File: src/rtl/tod12_pkg.sv
`timescale 1ns/1ps
package tod12_pkg;

    typedef logic [3:0] digit_t;

    typedef struct packed {
        digit_t tens;
        digit_t units;
    } bcd2_t;

    localparam digit_t DIG_MAX     = 4'd9;
    localparam digit_t MS_TENS_MAX = 4'd5;
    localparam digit_t HR_TENS_MAX = 4'd1;

    localparam bcd2_t HR_TOP   = '{tens: 4'd1, units: 4'd2};
    localparam bcd2_t HR_ELVN  = '{tens: 4'd1, units: 4'd1};
    localparam bcd2_t HR_FIRST = '{tens: 4'd0, units: 4'd1};

    function automatic digit_t clip(digit_t d, digit_t lim);
        return (d > lim) ? lim : d;
    endfunction

    function automatic bcd2_t clamp_ms(bcd2_t v);
        bcd2_t r;
        r.tens  = clip(v.tens, MS_TENS_MAX);
        r.units = clip(v.units, DIG_MAX);
        return r;
    endfunction

    function automatic bcd2_t clamp_hr(bcd2_t v);
        bcd2_t r;
        r.tens  = clip(v.tens, HR_TENS_MAX);
        r.units = clip(v.units, DIG_MAX);
        if (r.tens == 4'd1 && r.units > 4'd2)
            r.units = 4'd2;
        if (r.tens == 4'd0 && r.units == 4'd0)
            r.units = 4'd1;
        return r;
    endfunction

    function automatic bcd2_t inc_ms(bcd2_t v);
        bcd2_t r;
        if (v.units == DIG_MAX) begin
            r.units = 4'd0;
            r.tens  = (v.tens == MS_TENS_MAX) ? 4'd0 : v.tens + 4'd1;
        end else begin
            r.units = v.units + 4'd1;
            r.tens  = v.tens;
        end
        return r;
    endfunction

    function automatic bcd2_t inc_hr(bcd2_t v);
        bcd2_t r;
        if (v == HR_TOP)
            r = HR_FIRST;
        else if (v.units == DIG_MAX)
            r = '{tens: 4'd1, units: 4'd0};
        else
            r = '{tens: v.tens, units: v.units + 4'd1};
        return r;
    endfunction

    function automatic logic hr_legal(bcd2_t v);
        if (v.tens == 4'd0)
            return (v.units >= 4'd1) && (v.units <= DIG_MAX);
        else if (v.tens == 4'd1)
            return v.units <= 4'd2;
        else
            return 1'b0;
    endfunction

endpackage

File: src/rtl/tod_prescaler.sv
`timescale 1ns/1ps
module tod_prescaler #(
    parameter int unsigned TICK_DIV = 50_000_000
) (
    input  logic clk,
    input  logic rst,
    input  logic clr,
    input  logic run_en,
    output logic tick
);
    localparam int unsigned W = (TICK_DIV > 2) ? $clog2(TICK_DIV) : 1;
    localparam logic [W-1:0] LAST = W'(TICK_DIV - 1);

    logic [W-1:0] cnt;

    assign tick = run_en && (cnt == LAST);

    always_ff @(posedge clk) begin
        if (rst || clr)
            cnt <= '0;
        else if (run_en)
            cnt <= (cnt == LAST) ? '0 : cnt + 1'b1;
    end

    a_r2_count_range: assert property (@(posedge clk) disable iff (rst)
        cnt <= LAST);

    a_r2_wrap_after_tick: assert property (@(posedge clk) disable iff (rst)
        (tick && !clr) |=> (cnt == '0));

    a_r10_hold_when_idle: assert property (@(posedge clk) disable iff (rst)
        (!run_en && !clr) |=> $stable(cnt));

endmodule

File: src/rtl/tod_bcd60.sv
`timescale 1ns/1ps
module tod_bcd60
    import tod12_pkg::*;
(
    input  logic  clk,
    input  logic  rst,
    input  logic  ld,
    input  logic  step,
    input  bcd2_t ld_val,
    output bcd2_t q,
    output logic  wrap
);
    assign wrap = step && (q.tens == MS_TENS_MAX) && (q.units == DIG_MAX);

    always_ff @(posedge clk) begin
        if (rst)
            q <= '0;
        else if (ld)
            q <= clamp_ms(ld_val);
        else if (step)
            q <= inc_ms(q);
    end

    a_r3_digit_range: assert property (@(posedge clk) disable iff (rst)
        (q.tens <= MS_TENS_MAX) && (q.units <= DIG_MAX));

    a_r4_hold_without_step: assert property (@(posedge clk) disable iff (rst)
        (!ld && !step) |=> $stable(q));

endmodule

File: src/rtl/tod_hour12.sv
`timescale 1ns/1ps
module tod_hour12
    import tod12_pkg::*;
(
    input  logic  clk,
    input  logic  rst,
    input  logic  ld,
    input  logic  step,
    input  bcd2_t ld_val,
    output bcd2_t q,
    output logic  to_noon
);
    assign to_noon = step && (q == HR_ELVN);

    always_ff @(posedge clk) begin
        if (rst)
            q <= HR_TOP;
        else if (ld)
            q <= clamp_hr(ld_val);
        else if (step)
            q <= inc_hr(q);
    end

    a_r5_hour_legal: assert property (@(posedge clk) disable iff (rst)
        hr_legal(q));

    a_r5_hold_without_step: assert property (@(posedge clk) disable iff (rst)
        (!ld && !step) |=> $stable(q));

endmodule

File: src/rtl/tod_clock12.sv
`timescale 1ns/1ps
module tod_clock12
    import tod12_pkg::*;
#(
    parameter int unsigned TICK_DIV = 50_000_000
) (
    input  logic       clk,
    input  logic       rst,
    input  logic       run_en,
    input  logic       load,
    input  logic       ld_pm,
    input  logic [3:0] ld_hr_tens,
    input  logic [3:0] ld_hr_units,
    input  logic [3:0] ld_min_tens,
    input  logic [3:0] ld_min_units,
    input  logic [3:0] ld_sec_tens,
    input  logic [3:0] ld_sec_units,
    output logic [3:0] hr_tens,
    output logic [3:0] hr_units,
    output logic [3:0] min_tens,
    output logic [3:0] min_units,
    output logic [3:0] sec_tens,
    output logic [3:0] sec_units,
    output logic       pm,
    output logic       tick
);
    localparam int unsigned N_MS = 2;

    logic  sec_tick;
    bcd2_t ms_q    [N_MS];
    bcd2_t ms_ld   [N_MS];
    logic  ms_step [N_MS];
    logic  ms_wrap [N_MS];
    bcd2_t hr_q;
    logic  hr_noon;
    logic  pm_q;

    tod_prescaler #(.TICK_DIV(TICK_DIV)) i_presc (
        .clk    (clk),
        .rst    (rst),
        .clr    (load),
        .run_en (run_en),
        .tick   (sec_tick)
    );

    assign ms_ld[0] = '{tens: ld_sec_tens, units: ld_sec_units};
    assign ms_ld[1] = '{tens: ld_min_tens, units: ld_min_units};

    // stage 0 = seconds, stage 1 = minutes; each steps on the wrap of the one below
    for (genvar g = 0; g < N_MS; g++) begin : g_ms
        if (g == 0) begin : g_first
            assign ms_step[g] = sec_tick;
        end else begin : g_chain
            assign ms_step[g] = ms_wrap[g-1];
        end
        tod_bcd60 i_stage (
            .clk    (clk),
            .rst    (rst),
            .ld     (load),
            .step   (ms_step[g]),
            .ld_val (ms_ld[g]),
            .q      (ms_q[g]),
            .wrap   (ms_wrap[g])
        );
    end

    tod_hour12 i_hour (
        .clk     (clk),
        .rst     (rst),
        .ld      (load),
        .step    (ms_wrap[N_MS-1]),
        .ld_val  ('{tens: ld_hr_tens, units: ld_hr_units}),
        .q       (hr_q),
        .to_noon (hr_noon)
    );

    // modulo-2 half-day stage
    always_ff @(posedge clk) begin
        if (rst)
            pm_q <= 1'b0;
        else if (load)
            pm_q <= ld_pm;
        else if (hr_noon)
            pm_q <= ~pm_q;
    end

    assign sec_tens  = ms_q[0].tens;
    assign sec_units = ms_q[0].units;
    assign min_tens  = ms_q[1].tens;
    assign min_units = ms_q[1].units;
    assign hr_tens   = hr_q.tens;
    assign hr_units  = hr_q.units;
    assign pm        = pm_q;
    assign tick      = sec_tick;

    a_r1_reset_value: assert property (@(posedge clk)
        rst |=> (hr_tens == 4'd1 && hr_units == 4'd2 && min_tens == 4'd0 &&
                 min_units == 4'd0 && sec_tens == 4'd0 && sec_units == 4'd0 && !pm));

    a_r6_pm_flip_only_at_noon: assert property (@(posedge clk) disable iff (rst)
        (!load && !hr_noon) |=> $stable(pm_q));

    a_r6_noon_lands_on_twelve: assert property (@(posedge clk) disable iff (rst)
        (hr_noon && !load) |=> (hr_tens == 4'd1 && hr_units == 4'd2 && pm_q != $past(pm_q)));

endmodule

File: config.mk
export PLATFORM = sky130hd
export DESIGN_NAME = tod_clock12
export DESIGN_NICKNAME = d
export VERILOG_FILES = /design/src/rtl/tod12_pkg.sv /design/src/rtl/tod_prescaler.sv /design/src/rtl/tod_bcd60.sv /design/src/rtl/tod_hour12.sv /design/src/rtl/tod_clock12.sv
export SDC_FILE = /design/constraint.sdc
export NUM_CORES = 1
export LEC_CHECK = 0
export BUFFER_PORTS_ARGS = -buffer_cell sky130_fd_sc_hd__buf_2
export CORE_MARGIN = 2
export CORE_UTILIZATION = 60
export DETAILED_ROUTE_END_ITERATION = 12
export HOLD_SLACK_MARGIN = 0.15
export PLACE_DENSITY = 0.86
export SYNTH_ARGS = -nofsm -noshare
export SYNTH_HDL_FRONTEND = slang
export SYNTH_SLANG_ARGS = --single-unit
File: constraint.sdc
create_clock -name clk -period 4.6 [get_ports clk]
set_clock_uncertainty 0.1 [all_clocks]
set_input_delay 0.46 -clock clk [delete_from_list [all_inputs] [get_ports clk]]
set_output_delay 0.46 -clock clk [all_outputs]
set_load 0.01 [all_outputs]
==> impl_metrics.ini <==
[critical_path]
cp_slowest_cell = nor4_4
critical_path.max_fanout = 8
crit_required_ns = 4.73
slowest_delay_ns = 0.70
regToRegStartpoint = i_presc.cnt[0]
crit_arrival_ns = 2.75
critPathLaunchType = flop
worstReg2RegEnd = i_hour.q[4]
r2r_slack_ns = 1.98
path_cells = ha_1 -> nand4_4 -> nand4bb_1 -> nor4_4 -> a21oi_2 -> a221oi_2
worstSetupEndpointType = flop
r2r_cells = 6
worstSetupPathType = reg -> reg

[route]
routedWlPerCell_microns = 14.9
drc = 0
viasPerCell = 6.02
drt-total-wl_microns = 6600
firstDrtPassIters = 4
ant_nets = 0
drtIter0Drc = 178
num_vias = 2667

[global_route]
use_met3_pct = 4.94
grt_overflow = 0
gr-usage-met1_pct = 32.6
grt_pass1_vias = 2538
grt_antenna_before_repair = 0
grt_usage_pct = 25.9
top_usage_layer = met2
grt_use_met2_pct = 43.9
grt_pass1_wl_microns = 11200
grt_max_degree = 27

[synthesis]
synth_enable_flop_cells = 0
yosys_warnings = 0
async_reset_ff_share_pct = 0
synth_ff_type = dfxtp_1
synth_cell_types = 67
syn-num-nets = 372
synth_seq_area_share_pct = 35.1
ys_ff_latch = 51
yosysTopAreaCellShare_pct = 35.1
netlist_instances = 338
syn_area_per_cell_sq_um = 8.61
synth.cell_area_sq_mm = 0.00291
synth_top_area_cell = dfxtp_1
ys_top_cells_by_area = dfxtp_1, nor2_1, xnor2_1

[timing]
setup_slack_ns = 1.98
fin_tns_setup_ns = 0
drv_slew = 0
min_period_over_period_pct = 56.9
hold_slack_ns = 0.310
fin_crit_ns = 2.62
fmax_mhz = 382
setup_viol = 0
finalHoldViolations = 0
tightest_slew_ns = 0.869
slew_headroom_pct = 41.6
rsz0062_at_grt = no

[layout]
final_nets = 423
final_cells = 443
num_antenna_cells = 0
fin_area_sq_mm = 0.00327
final_cell_mix = buf_2, dfxtp_1, nor2_1
area_delta_synth_final_pct = 12.4
final_common_cell = buf_2
drive_gt1_share_pct = 20.6

[min_path]
whs_path_depth = 3
hold_end = g_ms[1].i_stage.q[1]
min_path_type = in -> reg
hp-start = ld_min_units[1]

[clock_tree]
cts_sinks = 51
worstSkewPairLatency_ns = 0.31
cts_tree = built
clock-root-buffer = clkbuf_8
ctsHoldBuffers = 0
htreeDepth = 2
clk_pin_slew_ns = 0.09
post_cts_buffers = 0
numCtsBuffers = 5
clock_path_buffers = 2
post_cts_resized = 0

[floorplan]
io_pins = 55
fp.dieH_microns = 73.7
core_area_sq_mm = 0.00469
rows = 25
die-area_sq_mm = 0.00543
start_util_pct = 62.1
die_width_microns = 73.7

[place]
placed_area_sq_mm = 0.00317
dp_cells = 436
hpwl_microns = 4750
gp_congestion = 0.895
io_buffers = 54
dp_slack_ns = 1.97

[run_status]
outcome = complete, no violations

[power]
ir_drop_v = 0.000144
power_density_mw_per_mm2 = 265
p_leak_nw = 1.26

[flow_run]
maxCapViolCount = 0
metal layers:
metal | vias to the layer above | wire length (microns) | share of wire (%)
met2 | 72 | 3240 | 49
met5 | - | 0 | 0
met3 | 8 | 303 | 4.6
met4 | 0 | 95 | 1.4
li1 | 1334 | - | -
met1 | 1253 | 2960 | 45
worst max-delay path, delay by kind of cell (launching register included):
family	cells	cell delay (ns)
AO/OA/AOI/OAI	2	0.43
adder cells (fa/ha/maj)	1	0.23
flip-flops	1	0.38
AND/OR/NAND/NOR	3	1.39
synthesized netlist by cell type, types with 4 or more instances:
cell      instances
and3_1            4
dfxtp_1          51
a211oi_1          6
o21ai_0          12
mux2i_1           6
nor4_1            7
nand4_1           8
nand3_1          14
or3_1             5
a21oi_1           9
nor3_1           10
xnor2_1          16
inv_1            12
nand2b_1          5
ha_1              5
and2_1            4
xor2_1           14
and4_1            4
nor2_1           47
nand2_1          28
a31oi_1           4
report_power, final:
| group | switching, W | internal [W] | total (W) | leakage (nW) |
|---|---|---|---|---|
| combinational | 0.0000532 | 0.0000402 | 0.0000934 | 0.792 |
| clock | 0.000149 | 0.000159 | 0.000308 | 0.0502 |
| sequential | 0.0000156 | 0.000451 | 0.000467 | 0.414 |
| total | 0.000218 | 0.000650 | 0.000869 | 1.26 |
flip-flops by register name, indices dropped and copies added (netlist names):
name            count
i_presc.cnt        26
g_ms.i_stage.q     16
i_hour.q            8
pm                  1
worst max-delay path by stage:
stage                        start          end  slack, ns
floorplan           i_presc.cnt[0]  i_hour.q[4]       2.48
global placement            run_en  i_hour.q[4]       2.03
detailed placement          run_en  i_hour.q[4]       1.97
CTS                 i_presc.cnt[0]  i_hour.q[4]       1.95
global route        i_presc.cnt[0]  i_hour.q[4]       1.76
finish              i_presc.cnt[0]  i_hour.q[4]       1.98
cell families (layout without fill, tap and decap cells):
group / after synthesis / count (layout) / share of synthesized area, %
mux: 6 / 6 / 2.06
flops: 51 / 51 / 35.1
simple gates: 160 / 160 / 31.2
xor+xnor: 30 / 30 / 9.02
buf+inv: 23 / 74 / 4.51
fa+ha+maj: 5 / 5 / 2.15
compound gates: 63 / 63 / 16.0
stage by stage:
step	util [%]	power, W
3_5_place_dp	67.5	0.000569
5_1_grt	69.8	0.000900
4_1_cts	69.8	0.000872
2_1_floorplan	-	0.000535
6_report	69.8	0.000869
3_3_place_gp	67.5	0.000566
layout make-up:
cell class,instances,area [sq um]
Timing Repair Buffer,54,270
Fill cell,397,1420
Tap cell,54,67.6
Clock buffer,5,68.8
Inverter,13,48.8
Clock inverter,2,37.5
Multi-Input combinational cell,264,1760
Sequential cell,51,1020
Power figures use the tool's default switching activity.
